[config.mk]
export PLATFORM = sky130hd
export DESIGN_NAME = spim_ctrl
export DESIGN_NICKNAME = d
export VERILOG_FILES = /design/src/rtl/spim_pkg.sv /design/src/rtl/spim_fifo.sv /design/src/rtl/spim_shifter.sv /design/src/rtl/spim_ctrl.sv
export SDC_FILE = /design/constraint.sdc
export NUM_CORES = 1
export LEC_CHECK = 0
export BUFFER_PORTS_ARGS = -buffer_cell sky130_fd_sc_hd__buf_2
export CORE_UTILIZATION = 35
export CTS_CLUSTER_DIAMETER = 40
export DETAILED_ROUTE_END_ITERATION = 7
export PLACE_DENSITY = 0.55
export SLEW_MARGIN = 0
export SYNTH_ARGS = -nofsm -noshare
export SYNTH_HDL_FRONTEND = slang
export SYNTH_SLANG_ARGS = --single-unit
[constraint.sdc]
create_clock -name clk -period 4 [get_ports clk]
set_input_delay 0.2 -clock clk [delete_from_list [all_inputs] [get_ports clk]]
set_output_delay 0.2 -clock clk [all_outputs]
set_load 0.01 [all_outputs]
[src/rtl/spim_pkg.sv]
package spim_pkg;
  localparam logic [7:0] OFF_CTRL = 8'h60;
  localparam logic [7:0] OFF_STAT = 8'h64;
  localparam logic [7:0] OFF_TXD  = 8'h68;
  localparam logic [7:0] OFF_RXD  = 8'h6C;
  localparam logic [7:0] OFF_SSEL = 8'h70;

  localparam int CB_LOOP   = 0;
  localparam int CB_EN     = 1;
  localparam int CB_MASTER = 2;
  localparam int CB_CPOL   = 3;
  localparam int CB_CPHA   = 4;
  localparam int CB_TXCLR  = 5;
  localparam int CB_RXCLR  = 6;
  localparam int CB_MANUAL = 7;
  localparam int CB_HOLD   = 8;
  localparam int CB_LSB    = 9;
  localparam int CTRL_W    = 10;

  localparam logic [CTRL_W-1:0] CTRL_RST = 10'h100;

  typedef struct packed {
    logic cpol;
    logic cpha;
    logic lsb;
  } spim_mode_t;
endpackage

[src/rtl/spim_fifo.sv]
module spim_fifo #(
  parameter int WIDTH = 8,
  parameter int DEPTH = 16
) (
  input  logic             clk,
  input  logic             rst_n,
  input  logic             clr_i,
  input  logic             push_i,
  input  logic [WIDTH-1:0] wdata_i,
  input  logic             pop_i,
  output logic [WIDTH-1:0] rdata_o,
  output logic             empty_o,
  output logic             full_o
);
  localparam int AW = (DEPTH > 1) ? $clog2(DEPTH) : 1;
  localparam int CW = $clog2(DEPTH + 1);
  localparam logic [AW-1:0] PTR_LAST = AW'(DEPTH - 1);
  localparam logic [CW-1:0] CNT_FULL = CW'(DEPTH);

  logic [WIDTH-1:0] mem_q [DEPTH];
  logic [AW-1:0]    wp_q, rp_q;
  logic [CW-1:0]    cnt_q;
  logic             push_ok, pop_ok;

  function automatic logic [AW-1:0] ptr_next(input logic [AW-1:0] p);
    return (p == PTR_LAST) ? '0 : p + 1'b1;
  endfunction

  assign empty_o = (cnt_q == '0);
  assign full_o  = (cnt_q == CNT_FULL);
  assign push_ok = push_i && !full_o;
  assign pop_ok  = pop_i && !empty_o;
  assign rdata_o = mem_q[rp_q];

  always_ff @(posedge clk or negedge rst_n) begin
    if (!rst_n) begin
      wp_q  <= '0;
      rp_q  <= '0;
      cnt_q <= '0;
    end else if (clr_i) begin
      wp_q  <= '0;
      rp_q  <= '0;
      cnt_q <= '0;
    end else begin
      if (push_ok) wp_q <= ptr_next(wp_q);
      if (pop_ok)  rp_q <= ptr_next(rp_q);
      if (push_ok && !pop_ok)      cnt_q <= cnt_q + 1'b1;
      else if (pop_ok && !push_ok) cnt_q <= cnt_q - 1'b1;
    end
  end

  always_ff @(posedge clk) begin
    if (push_ok && !clr_i) mem_q[wp_q] <= wdata_i;
  end

  // a push into a full FIFO leaves it full, nothing lost or added
  a_r8_drop_when_full: assert property (@(posedge clk) disable iff (!rst_n)
    (full_o && push_i && !pop_i && !clr_i) |=> (cnt_q == CNT_FULL));
  // a flush leaves the FIFO empty
  a_r9_flush_empties: assert property (@(posedge clk) disable iff (!rst_n)
    clr_i |=> empty_o);
  a_r8_count_bound: assert property (@(posedge clk) disable iff (!rst_n)
    cnt_q <= CNT_FULL);
endmodule

[src/rtl/spim_shifter.sv]
module spim_shifter #(
  parameter int WORD_W   = 8,
  parameter int HALF_CYC = 2
) (
  input  logic                clk,
  input  logic                rst_n,
  input  logic                start_i,
  input  logic [WORD_W-1:0]   tx_word_i,
  input  spim_pkg::spim_mode_t mode_i,
  input  logic                miso_i,
  output logic                busy_o,
  output logic                sclk_o,
  output logic                mosi_o,
  output logic                done_o,
  output logic [WORD_W-1:0]   rx_word_o
);
  localparam int EDGES = 2 * WORD_W;
  localparam int EW    = $clog2(EDGES);
  localparam int TW    = (HALF_CYC > 1) ? $clog2(HALF_CYC) : 1;
  localparam logic [TW-1:0] TMR_LAST  = TW'(HALF_CYC - 1);
  localparam logic [EW-1:0] EDGE_LAST = EW'(EDGES - 1);

  spim_pkg::spim_mode_t mode_q;
  logic              busy_q, ph_q;
  logic [TW-1:0]     tmr_q;
  logic [EW-1:0]     edge_q;
  logic [WORD_W-1:0] txsr_q, rxsr_q;
  logic              edge_tick, lead, sample_now, shift_now;

  function automatic logic [WORD_W-1:0] bits_out(input logic [WORD_W-1:0] sr, input logic lsb);
    return lsb ? {1'b0, sr[WORD_W-1:1]} : {sr[WORD_W-2:0], 1'b0};
  endfunction

  function automatic logic [WORD_W-1:0] bits_in(input logic [WORD_W-1:0] sr, input logic b,
                                                input logic lsb);
    return lsb ? {b, sr[WORD_W-1:1]} : {sr[WORD_W-2:0], b};
  endfunction

  function automatic logic head_bit(input logic [WORD_W-1:0] sr, input logic lsb);
    return lsb ? sr[0] : sr[WORD_W-1];
  endfunction

  assign edge_tick  = busy_q && (tmr_q == TMR_LAST);
  assign lead       = ~edge_q[0];
  assign sample_now = edge_tick && (lead != mode_q.cpha);
  assign shift_now  = edge_tick && !sample_now && !(lead && (edge_q == '0));
  assign done_o     = edge_tick && (edge_q == EDGE_LAST);
  assign rx_word_o  = sample_now ? bits_in(rxsr_q, miso_i, mode_q.lsb) : rxsr_q;
  assign busy_o     = busy_q;
  assign sclk_o     = busy_q ? (mode_q.cpol ^ ph_q) : mode_i.cpol;
  assign mosi_o     = head_bit(txsr_q, mode_q.lsb);

  always_ff @(posedge clk or negedge rst_n) begin
    if (!rst_n) begin
      mode_q <= '0;
      busy_q <= 1'b0;
      ph_q   <= 1'b0;
      tmr_q  <= '0;
      edge_q <= '0;
      txsr_q <= '0;
      rxsr_q <= '0;
    end else if (!busy_q) begin
      if (start_i) begin
        mode_q <= mode_i;
        busy_q <= 1'b1;
        ph_q   <= 1'b0;
        tmr_q  <= '0;
        edge_q <= '0;
        txsr_q <= tx_word_i;
        rxsr_q <= '0;
      end
    end else begin
      tmr_q <= edge_tick ? '0 : tmr_q + 1'b1;
      if (edge_tick) begin
        ph_q   <= ~ph_q;
        edge_q <= edge_q + 1'b1;
      end
      if (done_o)     busy_q <= 1'b0;
      if (shift_now)  txsr_q <= bits_out(txsr_q, mode_q.lsb);
      if (sample_now) rxsr_q <= rx_word_o;
    end
  end

  // an even number of toggles brings SCLK back to its rest level
  a_r4_sclk_home: assert property (@(posedge clk) disable iff (!rst_n)
    done_o |=> !ph_q);
  // a word in progress is never cut short or restarted
  a_r3_word_runs_out: assert property (@(posedge clk) disable iff (!rst_n)
    (busy_q && !done_o) |=> busy_q);
  // mosi changes only at a shift edge while busy
  a_r5_mosi_on_shift: assert property (@(posedge clk) disable iff (!rst_n)
    (busy_q && !shift_now) |=> $stable(mosi_o));
endmodule

[src/rtl/spim_ctrl.sv]
module spim_ctrl #(
  parameter int DATA_W     = 8,
  parameter int FIFO_DEPTH = 16,
  parameter int HALF_CYC   = 2,
  parameter int SS_W       = 4,
  parameter int ADDR_W     = 8
) (
  input  logic              clk,
  input  logic              rst_n,
  input  logic              reg_wr,
  input  logic              reg_rd,
  input  logic [ADDR_W-1:0] reg_addr,
  input  logic [31:0]       reg_wdata,
  output logic [31:0]       reg_rdata,
  output logic              sclk,
  output logic              mosi,
  input  logic              miso,
  output logic [SS_W-1:0]   ss_n,
  output logic              tx_empty_evt
);
  import spim_pkg::*;

  localparam logic [ADDR_W-1:0] A_CTRL = ADDR_W'(OFF_CTRL);
  localparam logic [ADDR_W-1:0] A_STAT = ADDR_W'(OFF_STAT);
  localparam logic [ADDR_W-1:0] A_TXD  = ADDR_W'(OFF_TXD);
  localparam logic [ADDR_W-1:0] A_RXD  = ADDR_W'(OFF_RXD);
  localparam logic [ADDR_W-1:0] A_SSEL = ADDR_W'(OFF_SSEL);
  localparam logic [CTRL_W-1:0] FLUSH_MASK = CTRL_W'((1 << CB_TXCLR) | (1 << CB_RXCLR));

  logic [CTRL_W-1:0] ctrl_q;
  logic [SS_W-1:0]   ssel_q;
  logic              evt_q;
  logic sel_ctrl, sel_stat, sel_txd, sel_rxd, sel_ssel;
  logic tx_clr, rx_clr, tx_push, rx_pop, word_load;
  logic tx_empty, tx_full, rx_empty, rx_full;
  logic [DATA_W-1:0] tx_head, rx_head, rx_word;
  logic busy, word_done, go, miso_eff;
  spim_mode_t mode;

  function automatic logic hit(input logic [ADDR_W-1:0] a, input logic [ADDR_W-1:0] off);
    return a[ADDR_W-1:2] == off[ADDR_W-1:2];
  endfunction

  assign sel_ctrl = hit(reg_addr, A_CTRL);
  assign sel_stat = hit(reg_addr, A_STAT);
  assign sel_txd  = hit(reg_addr, A_TXD);
  assign sel_rxd  = hit(reg_addr, A_RXD);
  assign sel_ssel = hit(reg_addr, A_SSEL);

  assign tx_clr  = reg_wr && sel_ctrl && reg_wdata[CB_TXCLR];
  assign rx_clr  = reg_wr && sel_ctrl && reg_wdata[CB_RXCLR];
  assign tx_push = reg_wr && sel_txd;
  assign rx_pop  = reg_rd && sel_rxd;

  assign go        = ctrl_q[CB_EN] && ctrl_q[CB_MASTER] && !ctrl_q[CB_HOLD];
  assign word_load = go && !tx_empty && !busy;
  assign mode      = '{cpol: ctrl_q[CB_CPOL], cpha: ctrl_q[CB_CPHA], lsb: ctrl_q[CB_LSB]};
  assign miso_eff  = ctrl_q[CB_LOOP] ? mosi : miso;

  always_ff @(posedge clk or negedge rst_n) begin
    if (!rst_n) begin
      ctrl_q <= CTRL_RST;
      ssel_q <= '1;
      evt_q  <= 1'b0;
    end else begin
      if (reg_wr && sel_ctrl) ctrl_q <= reg_wdata[CTRL_W-1:0] & ~FLUSH_MASK;
      if (reg_wr && sel_ssel) ssel_q <= reg_wdata[SS_W-1:0];
      evt_q <= word_done && tx_empty;
    end
  end

  spim_fifo #(.WIDTH(DATA_W), .DEPTH(FIFO_DEPTH)) u_txq (
    .clk(clk), .rst_n(rst_n), .clr_i(tx_clr), .push_i(tx_push),
    .wdata_i(reg_wdata[DATA_W-1:0]), .pop_i(word_load), .rdata_o(tx_head),
    .empty_o(tx_empty), .full_o(tx_full));

  spim_fifo #(.WIDTH(DATA_W), .DEPTH(FIFO_DEPTH)) u_rxq (
    .clk(clk), .rst_n(rst_n), .clr_i(rx_clr), .push_i(word_done),
    .wdata_i(rx_word), .pop_i(rx_pop), .rdata_o(rx_head),
    .empty_o(rx_empty), .full_o(rx_full));

  spim_shifter #(.WORD_W(DATA_W), .HALF_CYC(HALF_CYC)) u_shift (
    .clk(clk), .rst_n(rst_n), .start_i(word_load), .tx_word_i(tx_head),
    .mode_i(mode), .miso_i(miso_eff), .busy_o(busy), .sclk_o(sclk),
    .mosi_o(mosi), .done_o(word_done), .rx_word_o(rx_word));

  always_comb begin
    reg_rdata = '0;
    if (sel_ctrl)      reg_rdata = 32'(ctrl_q);
    else if (sel_stat) reg_rdata = {27'd0, 1'b0, tx_full, tx_empty, rx_full, rx_empty};
    else if (sel_rxd)  reg_rdata = rx_empty ? '0 : 32'(rx_head);
    else if (sel_ssel) reg_rdata = 32'(ssel_q);
  end

  assign ss_n         = (ctrl_q[CB_MANUAL] || busy) ? ssel_q : '1;
  assign tx_empty_evt = evt_q;

  // while held, an idle engine stays idle
  a_r3_hold_blocks: assert property (@(posedge clk) disable iff (!rst_n)
    (ctrl_q[CB_HOLD] && !busy) |=> !busy);
  // the done event is a single-cycle pulse
  a_r11_evt_single: assert property (@(posedge clk) disable iff (!rst_n)
    tx_empty_evt |=> !tx_empty_evt);
  // automatic select releases every line when no word is shifting
  a_r10_idle_release: assert property (@(posedge clk) disable iff (!rst_n)
    (!ctrl_q[CB_MANUAL] && !busy) |-> (ss_n == '1));
  // reading an empty receiver yields zero
  a_r8_empty_read_zero: assert property (@(posedge clk) disable iff (!rst_n)
    (reg_rd && sel_rxd && rx_empty) |-> (reg_rdata == '0));
endmodule

==> run summary <==
run status = completed
area grow syn2layout = 14.6%
Comb pwr share = 0.189
nets = 1036
WL per Instance = 20.1 µm
area leader, netlist = edfxtp_1
Post-synth top flop = edfxtp_1
sequential element share of the synthesized area = 0.667
clock power share = 0.367
share of post-route cells with drive strength above 1 = 0.211
1st-pass router iterations = 4
worst skew pair latency = 540 ps
Die H = 202 µm
post-synthesis area per instance = 15.1 µm²
Pwr per Cell Area = 604 nW/µm²
PnR worst setup slack = 520 ps
crit path kind = reg2reg
R2R depth = 9
root buf cell = clkbuf_16
Final Routed Wirelength = 30.6 mm
pins over their slew limit = 0
Initial DRC Count = 534
Distinct cells, synth = 60
clock period minus worst slack = 3480 ps
Worst EP arrival = 3900 ps
Fmax = 0.287 GHz
Die ar. = 40700 µm²
Max VDD drop = 0.349 mV
Design Power = 9660 µW
setup TNS = 0 ps
final cycle utilization of the critical path = 0.870
fillers = 3552
beginning of the worst hold path = reg_rd
TritonCTS Sinks = 321
Max Buffers Root-to-Sink = 3
crit path launch = u_rxq.cnt_q[1]
htree depth = 2
Vias/cell = 5.14
number of remaining DRC errors = 0
switching power = 2780 µW
CTS tree = yes
Yosys top cell area share = 0.550
vias in the first global route = 7672
ANT nets after route = 0
RSZ-0062 raised after global routing = no
site row count = 72
internal power = 6880 µW
max_cap viols = 0
Clock Skew = 23.9 ps
Worst-Margin Slew = 1100 ps
dominant cells by area after synthesis = edfxtp_1 55%, dfrtp_1 11%, mux4_2 7.1%
Yosys warnings = 0
num ports = 84
Async SR Flop Fraction = 0.202
most frequent cell after synthesis = edfxtp_1
Syn Inst Count = 923
initial antenna violation count = 1
met2 GRT Util = 0.228
Initial Utilization = 0.358
Critical R2R Launch = u_rxq.cnt_q[1]
synthesized area = 14000 µm²
Critical Path RT = 4420 ps
synth cell count leaders = 256 x edfxtp_1, 68 x nand2_1, 60 x dfrtp_1
cell count of the worst hold path = 3
Reg power frac = 0.444
Post-synth EDFFs = 256
Die Wd = 202 µm
Hold Crit Class = in2reg
busiest grt layer = met2
cts repair resizes = 0
reg2reg setup slack = 520 ps
number of setup violations in the final report = 0
FF-to-FF End = u_rxq.cnt_q[4]
grt ovf = 0
pre-CTS setup slack = 571 ps
CTS buffer count = 39
FF+latch count, synth = 321
n_diodes = 0
Total Routing Usage GR = 0.152
endpoint type of the worst setup path = flip-flop
startpoint types = flip-flop
Clock transition at path regs = 60 ps
Final Hold Viols = 0
port bufs = 37
hold slack = 52.0 ps
GRT met1 Usage = 0.226
first-pass GRT wire length = 47.0 mm
Core Region = 39000 µm²
via count = 7801
hpwl dp = 19.9 mm
Hold EP = u_rxq.rp_q[1]
P_leak = 0.00551 µW
GP Congestion = 0.809
GR met3 Demand/Resource = 0.0217
worst-path fanout max = 10
Max-Slew Margin vs Limit = 0.260
Sw Share = 0.288
pin count of the biggest net entering global routing = 66
==> cell usage in the layout (no fill, tap or decap), types with 5 or more instances in the layout <==
cell type / count
edfxtp_1: 256
nand2_1: 68
dfrtp_1: 58
nor2_1: 46
mux4_2: 44
a21oi_1: 40
clkbuf_16: 39
mux2_2: 38
mux2i_1: 37
buf_2: 36
o21ai_0: 26
conb_1: 22
nand3_1: 21
ha_1: 19
and2_1: 18
nor3_1: 16
inv_1: 15
nor2b_1: 15
a22oi_1: 11
buf_4: 11
a211oi_1: 10
xor2_1: 8
nor4_1: 7
a22o_1: 7
and3_1: 6
nand2b_1: 6
a21o_1: 6
a31oi_1: 6
o22ai_1: 6
clkbuf_1: 6
clkinv_1: 6
xnor2_1: 5
or2_2: 5
bufinv_16: 5
dfstp_2: 5
==> state kept, by name, indices dropped and copies added (netlist names), 5 cells and up <==
register and count:
ctrl_q 8, u_rxq.cnt_q 5, u_rxq.mem_q 128, u_shift.rxsr_q 8, u_shift.txsr_q 8, u_txq.cnt_q 5, u_txq.mem_q 128
==> worst max path at each step <==
stage	slack [ps]	endpoint	depth (start not counted)
floorplan	880	u_rxq.cnt_q[4]	10
global placement	550	u_rxq.cnt_q[4]	9
detailed placement	570	u_rxq.cnt_q[4]	9
CTS	520	u_rxq.cnt_q[4]	9
global route	300	u_rxq.cnt_q[4]	9
finish	520	u_rxq.cnt_q[4]	9
==> repair_timing <==
action                                 4_1_cts  5_1_grt
endpoints found under the hold margin       62        0
setup buffers                                0        0
hold buffers                                 3        0
==> metal layers <==
metal / vias to the layer above / part of all wire / wire length [µm]
li1: 3614 / - / -
met1: 3974 / 0.49 / 15100
met2: 159 / 0.45 / 13700
met3: 54 / 0.033 / 1000
met4: 0 / 0.027 / 812
met5: - / 0 / 0
==> critical path, stage by stage (launching register included) <==
cell and delay, ps:
dfrtp_1 440, or4_1 590, o2111a_1 430, a21oi_2 320
inv_1 200, fa_1 430, a21o_1 180, a21oi_1 180
mux2i_1 230, mux2_2 350
==> area by class of cell <==
type	count	area [µm²]	share of cell area
inverters	15	56.3	0.00352
multi-input cells	541	4330	0.271
clock buffers	46	1010	0.0633
repair buffers	52	333	0.0208
well taps	518	648	0.0405
clock inverters	25	298	0.0186
flip-flops and latches	321	9320	0.583
==> kinds of logic (layout without fill, tap and decap cells) <==
logic type / after synthesis / in the layout / share of synthesized area
DFF: 321 / 321 / 0.667
and+or+nand+nor: 222 / 222 / 0.0775
AOI/OAI and AO/OA: 144 / 144 / 0.0690
muxes: 119 / 119 / 0.128
buffers and inverters: 82 / 138 / 0.0297
adders and majority gates: 21 / 21 / 0.0199
xor gates and xnor gates: 13 / 13 / 0.00815
other: 1 / 22 / 0.000269
==> stage by stage <==
| stage | std cells | cell area (µm²) | util |
|---|---|---|---|
| floorplan | 944 | 14000 | - |
| global placement | 1444 | 14700 | 0.376 |
| detailed placement | 1444 | 14700 | 0.376 |
| CTS | 1518 | 16000 | 0.410 |
| global route | 1518 | 16000 | 0.410 |
| finish | 1518 | 16000 | 0.410 |
==> power groups by stage <==
stage               Clock, µW  Sequential, µW  Combinational [µW]
global route             3740            4330                2010
CTS                      3620            4290                1850
finish                   3550            4290                1820
floorplan                   0            4120                1480
global placement            0            4350                1820
detailed placement          0            4360                1840
(Power assumes the default switching activity.)
